===== config.mk =====
export PLATFORM = sky130hd
export DESIGN_NAME = trace_window_ctrl
export DESIGN_NICKNAME = d
export VERILOG_FILES = /design/src/rtl/twc_pkg.sv /design/src/rtl/twc_sync_detect.sv /design/src/rtl/twc_trace_buf.sv /design/src/rtl/twc_window_calc.sv /design/src/rtl/trace_window_ctrl.sv
export SDC_FILE = /design/constraint.sdc
export NUM_CORES = 2
export LEC_CHECK = 0
export BUFFER_PORTS_ARGS = -buffer_cell sky130_fd_sc_hd__buf_2
export CAP_MARGIN = 20
export CORE_ASPECT_RATIO = 1.1
export CORE_MARGIN = 2
export CORE_UTILIZATION = 25
export DETAILED_ROUTE_END_ITERATION = 6
export HOLD_SLACK_MARGIN = 0.06
export MAX_ROUTING_LAYER = met4
export PLACE_DENSITY = 0.51
export SETUP_SLACK_MARGIN = 0.02
export SLEW_MARGIN = 20
export SYNTH_ARGS = -nofsm -noshare
export SYNTH_HDL_FRONTEND = slang
export SYNTH_HIERARCHICAL = 1
export SYNTH_SLANG_ARGS = --single-unit
export TNS_END_PERCENT = 1

===== constraint.sdc =====
create_clock -name clk -period 5.3 [get_ports clk]
set_input_delay 1.59 -clock clk [delete_from_list [all_inputs] [get_ports clk]]
set_output_delay 1.59 -clock clk [all_outputs]
set_load 0.05 [all_outputs]

===== src/rtl/twc_pkg.sv =====
package twc_pkg;

  typedef enum logic [1:0] {
    ST_IDLE = 2'd0,
    ST_CAPT = 2'd1,
    ST_FIN  = 2'd2
  } twc_state_e;

  localparam logic [2:0] CODE_SYNC = 3'b011;
  localparam logic [2:0] CODE_SEQ  = 3'b001;
  localparam logic [2:0] CODE_DIRB = 3'b110;
  localparam logic [2:0] CODE_INDB = 3'b101;
  localparam logic [2:0] CODE_RST  = 3'b111;

  // A predecessor allows a sync report only if it is 000, 001 or 010
  function automatic logic sync_pred_ok(logic [2:0] prev);
    return (prev[2] == 1'b0) && (prev != CODE_SYNC);
  endfunction

  // Number of captured addresses the start calculation needs for a code
  function automatic logic [1:0] addr_need(logic [2:0] code);
    case (code)
      CODE_SEQ, CODE_DIRB: return 2'd1;
      CODE_INDB:           return 2'd2;
      default:             return 2'd3;
    endcase
  endfunction

endpackage


===== src/rtl/twc_sync_detect.sv =====
module twc_sync_detect
  import twc_pkg::*;
(
  input  logic       clk,
  input  logic       rst_n,
  input  logic [2:0] status_i,
  output logic       sync_hit_o,
  output logic [2:0] prev_o
);

  logic [2:0] prev_q;

  always_ff @(posedge clk) begin
    if (!rst_n) prev_q <= CODE_RST;
    else        prev_q <= status_i;
  end

  assign prev_o     = prev_q;
  assign sync_hit_o = (status_i == CODE_SYNC) && sync_pred_ok(prev_q);

  // a hit must never follow a 011 or 1xx code
  assert_sync_context_R1: assert property (@(posedge clk) disable iff (!rst_n)
    sync_hit_o |-> (prev_q != CODE_SYNC) && !prev_q[2]);

endmodule


===== src/rtl/twc_trace_buf.sv =====
module twc_trace_buf #(
  parameter int AW    = 32,
  parameter int SW    = 3,
  parameter int DEPTH = 64,
  localparam int PW   = $clog2(DEPTH),
  localparam int EW   = AW + SW
) (
  input  logic          clk,
  input  logic          rst_n,
  input  logic          clr_i,
  input  logic          we_i,
  input  logic [AW-1:0] addr_i,
  input  logic [SW-1:0] stat_i,
  input  logic [PW-1:0] rd_idx_i,
  output logic [PW-1:0] idx_o,
  output logic          wrap_o,
  output logic [EW-1:0] rd_data_o
);

  localparam logic [PW-1:0] LAST = PW'(DEPTH - 1);

  logic [EW-1:0] mem [DEPTH];
  logic [PW-1:0] ptr_q;
  logic          wrap_q;

  always_ff @(posedge clk) begin
    if (!rst_n || clr_i) begin
      ptr_q  <= '0;
      wrap_q <= 1'b0;
    end else if (we_i) begin
      if (ptr_q == LAST) begin
        ptr_q  <= '0;
        wrap_q <= 1'b1;
      end else begin
        ptr_q <= ptr_q + 1'b1;
      end
    end
  end

  always_ff @(posedge clk) begin
    if (we_i) mem[ptr_q] <= {stat_i, addr_i};
  end

  assign idx_o     = ptr_q;
  assign wrap_o    = wrap_q;
  assign rd_data_o = mem[rd_idx_i];

  // writing the last slot lands the pointer on zero with wrap set
  assert_wrap_to_zero_R10: assert property (@(posedge clk) disable iff (!rst_n)
    (we_i && !clr_i && ptr_q == LAST) |=> (ptr_q == '0) && wrap_q);

  // pointer moves by exactly one per write, never without one
  assert_ptr_step_R9: assert property (@(posedge clk) disable iff (!rst_n)
    (!we_i && !clr_i) |=> $stable(ptr_q));

endmodule


===== src/rtl/twc_window_calc.sv =====
module twc_window_calc
  import twc_pkg::*;
#(
  parameter int AW = 32
) (
  input  logic          clk,
  input  logic          rst_n,
  input  logic          clr_i,
  input  logic          win_mode_i,
  input  logic          vf2_take_i,
  input  logic [2:0]    status_i,
  input  logic [AW-1:0] br_off_i,
  input  logic          cap_we_i,
  input  logic [AW-1:0] cap_addr_i,
  input  logic          close_i,
  output logic          done_o,
  output logic          err_o,
  output logic [AW-1:0] start_o
);

  localparam logic [AW-1:0] INSN_BYTES = AW'(4);

  logic [2:0]    vf2_q;
  logic [AW-1:0] off_q;
  logic [AW-1:0] t1_q, t2_q;
  logic [1:0]    cnt_q;
  logic          done_q, err_q;
  logic [AW-1:0] start_q;

  function automatic logic [AW-1:0] pick_start(logic [2:0] code, logic [AW-1:0] t1,
                                                logic [AW-1:0] t2, logic [AW-1:0] off);
    case (code)
      CODE_DIRB: return t1 - INSN_BYTES + off;
      CODE_INDB: return t2;
      default:   return t1;
    endcase
  endfunction

  logic resolve_ok;
  assign resolve_ok = (addr_need(vf2_q) != 2'd3) && (cnt_q >= addr_need(vf2_q));

  always_ff @(posedge clk) begin
    if (!rst_n || clr_i) begin
      vf2_q   <= '0;
      off_q   <= '0;
      t1_q    <= '0;
      t2_q    <= '0;
      cnt_q   <= '0;
      done_q  <= 1'b0;
      err_q   <= 1'b0;
      start_q <= '0;
    end else begin
      if (vf2_take_i) begin
        vf2_q <= status_i;
        off_q <= br_off_i;
      end
      if (cap_we_i) begin
        if (cnt_q == 2'd0) t1_q <= cap_addr_i;
        if (cnt_q == 2'd1) t2_q <= cap_addr_i;
        if (cnt_q != 2'd2) cnt_q <= cnt_q + 2'd1;
      end
      if (!win_mode_i && cap_we_i && !done_q) begin
        done_q  <= 1'b1;
        start_q <= cap_addr_i;
      end
      if (win_mode_i && close_i) begin
        done_q <= 1'b1;
        if (resolve_ok) start_q <= pick_start(vf2_q, t1_q, t2_q, off_q);
        else            err_q   <= 1'b1;
      end
    end
  end

  assign done_o  = done_q;
  assign err_o   = err_q;
  assign start_o = start_q;

  // an error is only ever reported as part of a finished session
  assert_err_with_done_R8: assert property (@(posedge clk) disable iff (!rst_n)
    err_q |-> done_q);

  // results are held until a clear
  assert_result_hold_R11: assert property (@(posedge clk) disable iff (!rst_n)
    (done_q && !clr_i) |=> done_q && $stable(start_q) && $stable(err_q));

  // an unresolved window publishes no address
  assert_err_no_addr_R8: assert property (@(posedge clk) disable iff (!rst_n)
    err_q |-> (start_q == '0));

endmodule


===== src/rtl/trace_window_ctrl.sv =====
module trace_window_ctrl
  import twc_pkg::*;
#(
  parameter int AW    = 32,
  parameter int DEPTH = 64,
  localparam int SW   = 3,
  localparam int PW   = $clog2(DEPTH),
  localparam int EW   = AW + SW
) (
  input  logic          clk,
  input  logic          rst_n,
  input  logic          win_mode_i,
  input  logic          clear_i,
  input  logic [SW-1:0] status_i,
  input  logic          tag_valid_i,
  input  logic [AW-1:0] tag_addr_i,
  input  logic [AW-1:0] br_off_i,
  input  logic [PW-1:0] rd_idx_i,
  output logic          cap_active_o,
  output logic          buf_we_o,
  output logic [PW-1:0] buf_idx_o,
  output logic [AW-1:0] buf_addr_o,
  output logic [SW-1:0] buf_stat_o,
  output logic [EW-1:0] rd_data_o,
  output logic          wrap_o,
  output logic          done_o,
  output logic          err_o,
  output logic [AW-1:0] start_addr_o
);

  twc_state_e state_q;
  logic       vf2_pend_q;

  // Named internal events
  logic       sync_hit;
  logic [2:0] prev_code;
  logic       cap_active;
  logic       win_open;
  logic       win_close;
  logic       cap_we;

  twc_sync_detect u_sync (
    .clk        (clk),
    .rst_n      (rst_n),
    .status_i   (status_i),
    .sync_hit_o (sync_hit),
    .prev_o     (prev_code)
  );

  assign cap_active = (state_q == ST_CAPT);
  assign win_open   = (state_q == ST_IDLE) && win_mode_i && sync_hit;
  assign win_close  = cap_active && win_mode_i && sync_hit;
  assign cap_we     = cap_active && tag_valid_i && !win_close;

  always_ff @(posedge clk) begin
    if (!rst_n || clear_i) begin
      state_q    <= ST_IDLE;
      vf2_pend_q <= 1'b0;
    end else begin
      vf2_pend_q <= win_open;
      case (state_q)
        ST_IDLE: if (!win_mode_i || win_open) state_q <= ST_CAPT;
        ST_CAPT: if (win_close) state_q <= ST_FIN;
        default: state_q <= state_q;
      endcase
    end
  end

  twc_trace_buf #(.AW(AW), .SW(SW), .DEPTH(DEPTH)) u_buf (
    .clk       (clk),
    .rst_n     (rst_n),
    .clr_i     (clear_i),
    .we_i      (cap_we),
    .addr_i    (tag_addr_i),
    .stat_i    (status_i),
    .rd_idx_i  (rd_idx_i),
    .idx_o     (buf_idx_o),
    .wrap_o    (wrap_o),
    .rd_data_o (rd_data_o)
  );

  twc_window_calc #(.AW(AW)) u_calc (
    .clk        (clk),
    .rst_n      (rst_n),
    .clr_i      (clear_i),
    .win_mode_i (win_mode_i),
    .vf2_take_i (vf2_pend_q),
    .status_i   (status_i),
    .br_off_i   (br_off_i),
    .cap_we_i   (cap_we),
    .cap_addr_i (tag_addr_i),
    .close_i    (win_close),
    .done_o     (done_o),
    .err_o      (err_o),
    .start_o    (start_addr_o)
  );

  assign cap_active_o = cap_active;
  assign buf_we_o     = cap_we;
  assign buf_addr_o   = tag_addr_i;
  assign buf_stat_o   = status_i;

  // a window only opens after a valid sync report
  assert_open_after_sync_R3: assert property (@(posedge clk) disable iff (!rst_n)
    (win_mode_i && $rose(cap_active)) |-> $past(sync_hit));

  // a closing report ends capture and finishes the session
  assert_close_finishes_R4: assert property (@(posedge clk) disable iff (!rst_n)
    (win_close && !clear_i) |=> !cap_active && done_o);

  // back-trace mode arms one edge after leaving idle
  assert_back_arm_R2: assert property (@(posedge clk) disable iff (!rst_n)
    (!win_mode_i && state_q == ST_IDLE && !clear_i) |=> cap_active);

  // no buffer write once a session is finished
  assert_no_write_done_R4: assert property (@(posedge clk) disable iff (!rst_n)
    (win_mode_i && done_o) |-> !buf_we_o);

endmodule


Yosys cells after proc, flatten, opt, wreduce, memory -nomap -nowiden --
Memories as Yosys holds them, arrays and structs flattened. Index checks and enable logic that the tools add are counted.
Storage, ports and cells: flip-flop bits (word level) 148, bits in writable memories 2240, input port bits 78, output and inout bits 113, logic and storage cells 75, memories 1
Memories:
- u_buf.mem | depth 64, width 35, rd ports 1, clocked after memory_dff 0, write ports 1, RTL line twc_trace_buf.sv:22 | logic [EW-1:0] mem [DEPTH];
Operators by class: add/subtract/negate cells 4, order comparisons 1, eq/ne operators 12, multiplexer cells 13, bitwise operators 2, reduce and logical (&&, ||, !) cells 29
Operator list (count):
- $mux 32 | 3
- $pmux 32 s2 | 1
- $add 32x32->32 | 1
- $sub 32x3->32 const B | 1
- $logic_and 1x1->1 | 12
- $reduce_and 2->1 | 5
- $pmux 2 s2 | 2
- $add 6x1->6 const B | 1
- $eq 3x3->1 const B | 2
- $eq 6x6->1 const B | 1
- $mux 6 | 1
- $eq 2x1->1 const B | 2
- $logic_not 1->1 | 4
- $logic_not 2->1 | 2
- $mux 1 | 4
- $mux 2 | 2
- $ne 2x1->1 const B | 2
- $ne 2x2->1 const B | 2
- $reduce_bool 2->1 | 2
- $eq 3x1->1 const B | 1
- $eq 3x2->1 const B | 1
- $ne 3x2->1 const B | 1
- $reduce_and 3->1 | 1
- $add 2x1->2 const B | 1
- other kinds (4) | 6

Longest topological paths before layout --
word-level depth 11, gate-level depth with buffers 14, gate-level depth less buffers 10

Hierarchy --
The synthesis kept the hierarchy.
Modules (own cells, without submodules):
- twc_trace_buf | instances 1, cells an instance 3644, area each 85293.1 µm², sequential area each 67404.6 µm²
- twc_window_calc | instances 1, cells an instance 1130, area each 8439.3 µm², sequential area each 2702.6 µm²
- trace_window_ctrl | instances 1, cells an instance 50, area each 407.9 µm², sequential area each 60.1 µm²
- twc_sync_detect | instances 1, cells an instance 8, area each 97.6 µm², sequential area each 60.1 µm²

Worst setup path after synthesis --
OpenSTA, ideal clock, no wires.
kind in2reg, start input port status_i[1], end memory u_buf/mem[49][0] in the netlist's numbering, enable pin, library setup time 0.471 ns, arrival 5.187 ns, data required time 4.829 ns, setup slack -0.358 ns, cell stages on the path 7, path buffers 1, cells stage by stage nand2_1 > a2111oi_2 > nand2_1 > and3_2 > clkbuf_1 > nand4_1 > nor3_1
Between the ends: longest elaborated chain between the ends 7
Ends and longest elaborated chain:
- from (decl) | RTL line trace_window_ctrl.sv:14 | input logic [SW-1:0] status_i,
- $eq 3x2->1 | RTL line twc_sync_detect.sv:19 | assign sync_hit_o = (status_i == CODE_SYNC) && sync_pred_ok(prev_q);
- $logic_and 1x1->1 | RTL line twc_sync_detect.sv:19
- net sync_hit | RTL line trace_window_ctrl.sv:35 | logic sync_hit;
- $logic_and 1x1->1 | RTL line trace_window_ctrl.sv:52 | assign win_close = cap_active && win_mode_i && sync_hit;
- $logic_not 1->1 | RTL line trace_window_ctrl.sv:53 | assign cap_we = cap_active && tag_valid_i && !win_close;
- $logic_and 1x1->1 | RTL line trace_window_ctrl.sv:53
- net buf_we_o | RTL line trace_window_ctrl.sv:20 | output logic buf_we_o,
- $mux 1 | RTL line twc_trace_buf.sv:41 | if (we_i) mem[ptr_q] <= {stat_i, addr_i};
- $mux 1 (not written as such) | RTL line twc_trace_buf.sv:41
- to (decl) | RTL line twc_trace_buf.sv:22
The timed path passes the listed nets, and every way through them passes these cells.

Worst setup path after layout --
start input port rd_idx_i[0], end output port rd_data_o[22]
Between the ends: longest elaborated chain between the ends 1
Ends and longest elaborated chain:
- from (decl) | RTL line trace_window_ctrl.sv:18 | input logic [PW-1:0] rd_idx_i,
- $mem_v2 64x35
- to (decl) | RTL line trace_window_ctrl.sv:24 | output logic [EW-1:0] rd_data_o,
No other way between the ends.

==> metrics.yaml <==
synth_top_area_share: 0.714
violations: "setup timing"
drt_pass1_iterations: 6
fin_crit_ps: 5460
crit_buf_inv: 8
r2r-end: "u_calc/start_o[24]$_SDFF_PP0_"
setup_viol: 33
synth-async-reset-ratio: 0
syn_nets: 4978
p_leak_uw: 0.0374
synth-seq-cells: 2388
synth_edf_count: 2240
placedCellCount: 10300
finClkSkew_ps: 42.9
crit_chain: "buf_16, buf_16, buf_16, buf_6, buf_6, mux4_2, o22ai_2, nor2_2, a21oi_2, buf_6, a221oi_2, buf_4, buf_12"
io_buffer_count: 190
powerDensity_nw_per_um2: 344
synth_cell_type_count: 79
clock-sinks: 2388
multiInputGateArea_sq_um: 23500
antenna_found_initial: 19
finalHoldViolCount: 0
ios: 191
fp.dieW_microns: 589
fin_setup_tns_ps: -2600
hold_class: "register to register"
synth_area_sq_um: 94200
ff2ff_path_depth: 10
row_count: 236
worstPathMaxFanout: 8
ys.flop_type: "edfxtp_1"
yosys-top-cells-area: "edfxtp_1 (71%), mux4_2 (13%), dfxtp_1 (3.1%)"
path_depth: 13
wl_per_cell_microns: 26.9
avgViaCountPerCell: 4.75
root_buffer: "clkbuf_16"
cp-end-kind: "output port"
seq_area_sq_um: 70200
r2r_slack_ps: 1610
finalMaxSlewViolations: 0
hpwl_mm: 182
numCtsBuffers: 242
yosysTopAreaCell: "edfxtp_1"
crit_path_end: "rd_data_o[22]"
seq_area_frac_synth: 0.745
critPathTopFamily: "buffers and inverters"
fmax_ghz: 0.183
crit_type: "primary input to output port"
vias: 51200
drcViolationCount: 0
final_area_sq_um: 116000
first_global_vias: 52300
total_power_uw: 40000
ant_nets: 0
period_share: 1.03
critPathLaunch: "rd_idx_i[0]"
grt_overflow: 0
cts_tree: "done"
final_cells: 10800
initial_core_util: 0.251
syn_inst: 4832
n_fill_cell: 36100
fp.dieH_microns: 648
htreeDepth: 4
syn_avg_cell_area_sq_um: 19.5
status: "finished with violations"
nets: 5710
grt.total_usage: 0.154
core_sq_um: 375000
place_congestion: 0.829
synthTopCellsByCount: "edfxtp_1 (2,240), mux4_2 (554), nand2_1 (263), nor2_1 (199), a21oi_1 (181)"
vdd_drop_max_mv: 0.313
clk_latency_ps: 900
max_stage_delay_ps: 500
relSlewSlack: 0.307
cp_data_required_time_ps: 3710
tightest_slew_ps: 1040
rsz0062_at_grt: "true"
synth.most_common_cell: "edfxtp_1"
wl_mm: 290
clkTransAtPathRegs_ps: 60
slowest_stage: "mux4_2"
drv_cap: 0
setup_ws_ps: -155
yosys_warnings: 6
placed_cell_area_sq_um: 106000
drt_iter0_markers: 5166
grt_max_degree: 70
drive_gt1_frac: 0.336
grt_pass1_wl_mm: 408
cts_buffer_depth: 4
r2r_start: "u_calc/vf2_q[0]$_SDFFE_PP0P_"
critPathLaunchType: "primary input"
worstPathArrival_ps: 3870
syn_to_final_growth_pct: 23.5
die_area_sq_um: 382000
-- timing repair --
action,CTS,global route
hold buffers,0,0
gates resized for setup,310,30
setup buffers,41,5
cloned,16,1
pin swaps,52,11
endpoints found under the setup margin,35,35
-- worst min-delay path by stage --
stage	from	end	slack, ps	cells after the start
final	u_calc/t2_q[5]$_SDFFE_PP0P_	u_calc/t2_q[5]$_SDFFE_PP0P_	460	2
after floorplan	u_calc/t2_q[10]$_SDFFE_PP0P_	u_calc/t2_q[10]$_SDFFE_PP0P_	440	2
after global placement	u_calc/t2_q[22]$_SDFFE_PP0P_	u_calc/t2_q[22]$_SDFFE_PP0P_	450	2
after global routing	u_calc/t2_q[24]$_SDFFE_PP0P_	u_calc/t2_q[24]$_SDFFE_PP0P_	480	2
after CTS	u_calc/t2_q[5]$_SDFFE_PP0P_	u_calc/t2_q[5]$_SDFFE_PP0P_	460	2
after detailed placement	u_calc/t2_q[2]$_SDFFE_PP0P_	u_calc/t2_q[2]$_SDFFE_PP0P_	450	2
-- cell families (layout without fill, tap and decap cells) --
kind of cell | after synthesis | in the layout | share of synthesized area
DFF | 2388 | 2388 | 0.745
muxes | 677 | 677 | 0.145
and+or+nand+nor | 627 | 627 | 0.0296
AOI/OAI and AO/OA | 625 | 625 | 0.0460
buffers and inverters | 431 | 1354 | 0.0231
adders and majority gates | 68 | 68 | 0.00911
xor gates and xnor gates | 16 | 16 | 0.00149
other | 0 | 15 | 0
-- metal layers --
layer	track usage	routed length [microns]	share of wire	vias up
li1	-	-	-	21300
met2	0.261	146000	0.50	1715
met3	0.0157	15200	0.052	364
met1	0.199	123000	0.42	27800
met5	-	0	0	-
met4	0.0332	6030	0.021	0
-- where the power goes --
group	total, uW	internal, uW	switching (uW)
logic	2890	1190	1700
clock network	16500	9320	7170
registers	20600	20600	7.03
-- cell usage in the layout (no fill, tap or decap), types with 17 or more instances in the layout --
cell and count:
a22o_1 50, o22ai_2 21, dfxtp_1 147, nand2b_1 17, buf_6 47, inv_1 124
buf_12 149, o22ai_1 47, a21oi_1 158, buf_16 29, a21oi_2 19, ha_1 67
a221oi_1 34, nand3_1 36, bufinv_16 17, buf_4 404, a22oi_2 20, mux2i_1 110
edfxtp_1 2240, o21ai_0 23, clkbuf_1 45, buf_2 152, nor2_1 125, nand2_1 258
clkinv_2 39, nor2_4 67, clkinv_1 66, a31oi_1 17, a22oi_1 41, a221oi_2 38
mux4_2 554, clkbuf_16 246, nor2b_1 17
-- worst register-to-register path, delay by kind of cell (launching register included) --
kind                     cells  cell delay [ps]
AO/OA/AOI/OAI                3              610
adder cells (fa/ha/maj)      1              250
buffers and inverters        1              610
flip-flops                   1              570
AND/OR/NAND/NOR              5             1520
-- registers in the layout, indices dropped and copies added, names as in the netlist, 2 cells and up --
| register | count |
|---|---|
| u_calc/vf2_q | 3 |
| u_calc/cnt_q | 2 |
| u_buf/mem | 2240 |
| u_calc/t2_q | 32 |
| u_sync/prev_o | 3 |
| u_calc/off_q | 32 |
| u_buf/idx_o | 6 |
| u_calc/t1_q | 32 |
| u_calc/start_o | 32 |
| state_q | 2 |
-- metrics by stage --
stage,worst slack (ps),utilization,hold WS [ps]
final,-155,0.310,459
after detailed placement,-784,0.283,451
after global placement,-762,0.283,445
after global routing,-201,0.310,482
after floorplan,-356,-,436
after CTS,-149,0.310,461
-- area by class of cell --
class,instances,share of cell area
Clock buffer,296,0.0547
Inverter,124,0.00400
Clock inverter,139,0.00978
Multi-Input combinational cell,2013,0.202
Sequential cell,2388,0.603
Antenna cell,15,0.000322
Timing Repair Buffer,795,0.0720
Tap cell,4998,0.0537
Note: power is estimated with default switching activity, not from simulation.
